## config.mk

```make
export PLATFORM = sky130hd
export DESIGN_NAME = pt_walker
export DESIGN_NICKNAME = d
export VERILOG_FILES = /design/src/rtl/pt_walker.sv
export SDC_FILE = /design/constraint.sdc
export NUM_CORES = 1
export LEC_CHECK = 0
export ABC_AREA = 1
export CORE_MARGIN = 3
export CORE_UTILIZATION = 55
export CTS_CLUSTER_DIAMETER = 200
export DETAILED_ROUTE_END_ITERATION = 6
export DONT_BUFFER_PORTS = 1
export PLACE_DENSITY_LB_ADDON = 0.2
export SLEW_MARGIN = 40
export SYNTH_ARGS = -nofsm -noshare
export SYNTH_HDL_FRONTEND = slang
export SYNTH_SLANG_ARGS = --single-unit
```

## constraint.sdc

```tcl
create_clock -name clk -period 1.7 [get_ports clk]
set_clock_uncertainty 0.2 [all_clocks]
set_input_delay 0.085 -clock clk [delete_from_list [all_inputs] [get_ports clk]]
set_output_delay 0.085 -clock clk [all_outputs]
set_load 0.01 [all_outputs]
```

## src/rtl/pt_walker.sv

```systemverilog
module pt_walker #(
  parameter int VA_W  = 32,
  parameter int OFF_W = 12
) (
  input  logic            clk,
  input  logic            rst_n,
  input  logic [VA_W-1:0] pt_base,
  input  logic            req_valid,
  output logic            req_ready,
  input  logic [VA_W-1:0] req_vaddr,
  input  logic            req_store,
  input  logic            req_user,
  output logic            mem_req,
  output logic [VA_W-1:0] mem_addr,
  input  logic            mem_rsp_valid,
  input  logic [VA_W-1:0] mem_rsp_data,
  output logic            done,
  output logic [1:0]      fault,
  output logic [VA_W-1:0] paddr
);
  localparam int IDX_W = (VA_W - OFF_W) / 2;
  localparam int FRM_W = VA_W - OFF_W;

  typedef enum logic [2:0] {S_IDLE, S_RD1, S_WT1, S_RD2, S_WT2} state_t;

  state_t            st;
  logic [VA_W-1:0]   va_q, base_q, paddr_q;
  logic [FRM_W-1:0]  tbl_q;
  logic              store_q, user_q, done_q;
  logic [1:0]        fault_q;

  wire [IDX_W-1:0] idx1 = va_q[VA_W-1 -: IDX_W];
  wire [IDX_W-1:0] idx2 = va_q[OFF_W+IDX_W-1 -: IDX_W];
  wire [VA_W-1:0]  off1 = VA_W'({idx1, 2'b00});
  wire [VA_W-1:0]  off2 = VA_W'({idx2, 2'b00});

  wire pte_v = mem_rsp_data[0];
  wire pte_u = mem_rsp_data[1];
  wire pte_w = mem_rsp_data[2];
  wire deny  = (store_q && !pte_w) || (user_q && !pte_u);

  assign req_ready = (st == S_IDLE);
  assign mem_req   = (st == S_RD1) || (st == S_RD2);
  assign mem_addr  = (st == S_RD1) ? base_q + off1 : {tbl_q, {OFF_W{1'b0}}} + off2;
  assign done      = done_q;
  assign fault     = fault_q;
  assign paddr     = paddr_q;

  always_ff @(posedge clk) begin
    if (!rst_n) begin
      st      <= S_IDLE;
      va_q    <= '0;
      base_q  <= '0;
      tbl_q   <= '0;
      store_q <= 1'b0;
      user_q  <= 1'b0;
      done_q  <= 1'b0;
      fault_q <= 2'd0;
      paddr_q <= '0;
    end else begin
      done_q <= 1'b0;
      unique case (st)
        S_IDLE: if (req_valid) begin
          va_q    <= req_vaddr;
          base_q  <= pt_base;
          store_q <= req_store;
          user_q  <= req_user;
          st      <= S_RD1;
        end
        S_RD1: st <= S_WT1;
        S_WT1: if (mem_rsp_valid) begin
          if (!pte_v) begin
            done_q  <= 1'b1;
            fault_q <= 2'd1;
            paddr_q <= '0;
            st      <= S_IDLE;
          end else begin
            tbl_q <= mem_rsp_data[VA_W-1:OFF_W];
            st    <= S_RD2;
          end
        end
        S_RD2: st <= S_WT2;
        S_WT2: if (mem_rsp_valid) begin
          done_q <= 1'b1;
          st     <= S_IDLE;
          if (!pte_v) begin
            fault_q <= 2'd2;
            paddr_q <= '0;
          end else if (deny) begin
            fault_q <= 2'd3;
            paddr_q <= '0;
          end else begin
            fault_q <= 2'd0;
            paddr_q <= {mem_rsp_data[VA_W-1:OFF_W], va_q[OFF_W-1:0]};
          end
        end
        default: st <= S_IDLE;
      endcase
    end
  end

  a_r10_done_pulse: assert property (@(posedge clk) disable iff (!rst_n)
    done |=> !done);
  a_r10_ready_at_done: assert property (@(posedge clk) disable iff (!rst_n)
    done |-> req_ready);
  a_r11_req_pulse: assert property (@(posedge clk) disable iff (!rst_n)
    mem_req |=> !mem_req);
  a_r9_idle_no_read: assert property (@(posedge clk) disable iff (!rst_n)
    req_ready |-> !mem_req);
  a_r9_accept_starts_read: assert property (@(posedge clk) disable iff (!rst_n)
    (req_ready && req_valid) |=> (mem_req && !req_ready));
  a_r8_fault_clears_paddr: assert property (@(posedge clk) disable iff (!rst_n)
    (done && fault != 2'd0) |-> paddr == '0);
  a_r2_base_held: assert property (@(posedge clk) disable iff (!rst_n)
    (mem_req && $past(req_ready) && $past(req_valid)) |-> mem_addr[1:0] == $past(pt_base[1:0]));
endmodule

```

==> impl_metrics.tcl, run 1 <==
set metrics [dict create \
    dp.cells 1056 \
    cts-root-buf "clkbuf_8" \
    lastStage "global routing (5_1_grt)" \
    synth_top_area_cell "dfxtp_1" \
    gp_congestion 1.02 \
    grt_max_degree 50 \
    die_h_um 111 \
    synth_edf_count 0 \
    num_io_pins 171 \
    synth_top_area_frac 0.406 \
    rows 37 \
    syn_area_per_cell_um2 6.80 \
    die_w_um 111 \
    synthArstFlopShare 0 \
    status "aborted with a tool error" \
    syn_inst 898 \
    synthTopCellsByArea "dfxtp_1 (41%), nand2_1 (14%), nand3_1 (10%)" \
    tritoncts.num_buffers 17 \
    worst_endpoint "mem_addr[30]" \
    worst-ep-kind "output port" \
    hpwlAfterDp_um 13800 \
    yosys_register_bits 124 \
    htree_levels 4 \
    mappedNetlistNets 1011 \
    syn_area_um2 6110 \
    stop_error "[ERROR DPL-0038] Utilization greater than 100%, impossible to legalize" \
    start_util 0.579 \
    port_buffers 0 \
    synth.distinct_cells 32 \
    yosys_warnings 0 \
    seq_area_frac_synth 0.406 \
    ctsLongestPathBuffers 2 \
    synth_ff_type "dfxtp_1" \
    cts.sinks 124 \
]
==> metrics by stage <==
stage / hold slack [ps] / instance area [um2] / setup slack (ps)
after CTS: 48.2 / 9170 / -793
after detailed placement: 36.0 / 6840 / -324
after global placement: 28.9 / 6840 / -300
after floorplan: 27.0 / 6270 / -96.2
==> logic make-up after synthesis <==
kind of cell / after synthesis / synth area share
adder cells (fa/ha/maj): 11 / 0.0238
AND/OR/NAND/NOR: 425 / 0.302
flip-flops: 124 / 0.406
buffers and inverters: 135 / 0.0942
XOR/XNOR: 7 / 0.0100
AO/OA/AOI/OAI: 196 / 0.163
==> what timing repair did <==
item                                    in CTS
gates resized for setup                    142
pin swaps                                   30
endpoints found under the setup margin      57
cloned                                      10
buffers inserted                            17
endpoints found under the hold margin      124
hold buffers                                94
==> Yosys cell counts, types with 5 or more instances <==
library cell and count:
nor3_1 9, o21ai_0 58, ha_1 10, xnor2_1 7
inv_2 5, nor2_1 33, o21ai_1 9, a21oi_1 123
buf_2 22, inv_1 79, nand2_1 235, nand3_1 128
clkbuf_1 22, dfxtp_1 124
==> inputs of run 2 (changes only) <==
--- a/config.mk
+++ b/config.mk
@@ -7,11 +7,10 @@
 export LEC_CHECK = 0
 export ABC_AREA = 1
 export CORE_MARGIN = 3
-export CORE_UTILIZATION = 55
-export CTS_CLUSTER_DIAMETER = 200
+export CORE_UTILIZATION = 40
 export DETAILED_ROUTE_END_ITERATION = 6
 export DONT_BUFFER_PORTS = 1
-export PLACE_DENSITY_LB_ADDON = 0.2
+export PLACE_DENSITY_LB_ADDON = 0.15
 export SLEW_MARGIN = 40
 export SYNTH_ARGS = -nofsm -noshare
 export SYNTH_HDL_FRONTEND = slang
==> constraint.sdc (replaced) <==
create_clock -name clk -period 2.2 [get_ports clk]
set_clock_uncertainty 0.2 [all_clocks]
set_input_delay 0.11 -clock clk [delete_from_list [all_inputs] [get_ports clk]]
set_output_delay 0.11 -clock clk [all_outputs]
set_load 0.01 [all_outputs]
==> run 2 against run 1 <==
Area after synthesis is the same. Synthesized cell count stayed put. The flow now finishes, with violations (negative setup slack).
==> impl_metrics.tcl, run 2 <==
set metrics [dict create \
    status "complete, but fails checks" \
    violations "negative setup slack" \
    hold_viol 0 \
    first_pass_iters 7 \
    tritoncts.num_buffers 17 \
    fin_ws_ps -187 \
    comb_power_share 0.364 \
    drv_slew 0 \
    layout_commonest_cell "nand2_1" \
    rows 44 \
    synth.distinct_cells 32 \
    min_path_type "in2reg" \
    regToRegEndpoint "va_q[11]" \
    grt_pass1_vias 6145 \
    finalSetupTns_ps -2350 \
    cp_slowest_cell "fa_2" \
    slowest_delay_ps 360 \
    power.internal_mw 5.78 \
    ir_drop_v 0.000715 \
    cts_tree "built" \
    die_h_um 130 \
    cts-root-buf "clkbuf_16" \
    synthArstFlopShare 0 \
    area_growth_pct 46.1 \
    p_per_area_nw_per_um2 1040 \
    post-place-ws_ps 19.4 \
    ctsLongestPathBuffers 2 \
    hold_end "fault[1]" \
    yosysMostFrequentCell "nand2_1" \
    gp_congestion 0.914 \
    cp-start-kind "flip-flop" \
    synth_edf_count 0 \
    min_period_over_period 1.08 \
    drive_gt1_frac 0.245 \
    hpwlAfterDp_um 13700 \
    reg2reg_slack_ps 130 \
    worstMarginPinSlew_ps 499 \
    core_area_um2 14800 \
    end_kind "output port" \
    cts.sinks 124 \
    worst-setup-path-type "reg2out" \
    synth_top_area_frac 0.406 \
    worst_ep_required_time_ps 1890 \
    power_mw 9.28 \
    max_freq_mhz 419 \
    layout_common_cells "nand2_1 (180), a21oi_1 (121), nand3_1 (105), dfxtp_1 (101), dlygate4sd3_1 (100)" \
    antenna_found_initial 0 \
    htree_levels 4 \
    syn_area_um2 6110 \
    setup_violations 26 \
    min_path_cells 4 \
    grt_max_degree 47 \
    route.vias.total 6455 \
    power.share.switching 0.377 \
    hp-start "mem_rsp_data[1]" \
    final_nets 1127 \
    dieArea_um2 16800 \
    yosys_register_bits 124 \
    via_per_inst 5.33 \
    mappedNetlistNets 1011 \
    critPathBufInv 1 \
    crit_fanout 4 \
    drt_iter0_drc 460 \
    clock_latency_ps 420 \
    syn_inst 898 \
    nFillCells 1331 \
    power.switching_mw 3.50 \
    yosys_warnings 0 \
    synth_ff_type "dfxtp_1" \
    clkPwrFrac 0.306 \
    slew_headroom 0.666 \
    postRouteAntennaNets 0 \
    port_buffers 0 \
    die_w_um 130 \
    reg2reg_depth 7 \
    synthTopCellsByArea "dfxtp_1 (41%), nand2_1 (14%), nand3_1 (10%)" \
    syn_area_per_cell_um2 6.80 \
    synth_common_cells "nand2_1 (235), nand3_1 (128), dfxtp_1 (124)" \
    num_io_pins 171 \
    grt.overflow.total 0 \
    clkTransAtPathRegs_ps 60 \
    fin_cells 1210 \
    grt_use_total 0.241 \
    dp.cells 1064 \
    synth_top_area_cell "dfxtp_1" \
    reg2reg_from "st[1]" \
    rsz0062_at_grt "yes" \
    routed_wirelength_um 20900 \
    crit_chain "ha_4, fa_2, nand3_2, nand3_4, nand2_2, nand2_4, xnor2_4, o21ai_1, buf_4" \
    start_util 0.414 \
    grt_pass1_wl_um 31700 \
    cap_violations 0 \
    worstPathArrival_ps 2080 \
    wl_per_cell_um 17.3 \
    seq_power_share 0.330 \
    cp_top_family "adder cells" \
    period_needed_ps 2390 \
    seq_area_frac_synth 0.406 \
    p_leak_nw 3.54 \
    drcViolationCount 0 \
]
[run 2: worst register-to-register path, stage by stage, from the launching register on]
cell,delay [ps]
dfxtp_1,380
nor2_4,170
nand2_1,90
inv_2,100
buf_8,270
nand3_1,120
dlygate4sd3_1,570
a21oi_1,130
[run 2: how the worst max path moves through the flow]
stage,start,to,cells past startpoint
after floorplan,va_q[22],mem_addr[18],10
after global placement,va_q[22],mem_addr[22],10
after detailed placement,va_q[22],mem_addr[22],10
after CTS,base_q[2],mem_addr[10],9
after global routing,base_q[9],mem_addr[26],13
final,base_q[2],mem_addr[10],9
[run 2: what timing repair did]
item / 4_1_cts / 5_1_grt
hold buffers: 102 / 0
pin swaps: 42 / 46
setup endpoints to repair: 28 / 37
setup buffers: 7 / 5
cloned: 0 / 1
gates resized for setup: 164 / 56
endpoints found under the hold margin: 118 / 0
[run 2: power groups by stage]
stage	sequential [mW]	combinational (mW)	clock (mW)
after floorplan	2.93	1.84	0
after global placement	3.03	2.51	0
after detailed placement	3.03	2.52	0
after global routing	3.12	3.68	2.96
after CTS	3.04	3.14	2.86
final	3.06	3.38	2.84
[run 2: cells by family (layout without fill, tap and decap cells)]
family | Yosys count | after routing | share of synthesized area
XOR/XNOR | 7 | 7 | 0.0100
other | 0 | 1 | 0
AND/OR/NAND/NOR | 425 | 425 | 0.302
buffers and inverters | 135 | 262 | 0.0942
flip-flops | 124 | 124 | 0.406
adder cells (fa/ha/maj) | 11 | 11 | 0.0238
AO/OA/AOI/OAI | 196 | 196 | 0.163
[run 2: routing by layer]
layer  vias up  GRT usage  wire (um)
met3        36     0.0692       1390
li1       3195          -          -
met2       205      0.401      10200
met5         -          0          0
met1      3019      0.306       8910
met4         0     0.0703        401
[run 2: per-stage QoR]
step	instance area (um2)	utilization	hold slack, ps
detailed placement	6380	0.432	59.9
global placement	6380	0.432	58.0
floorplan	6110	-	52.0
finish	8930	0.605	22.5
global route	8920	0.605	31.6
CTS	8680	0.588	16.1
[run 2: area by class of cell]
cell class              instances  area [um2]  area share
flip-flops and latches        124        2520       0.282
multi-input cells             639        3790       0.424
well taps                     184         230      0.0258
clock buffers                  19         443      0.0496
diodes                          1        2.50    0.000280
repair buffers                148        1480       0.166
clock inverters                11         146      0.0164
inverters                      84         318      0.0356
Power figures use the tool's default switching activity.
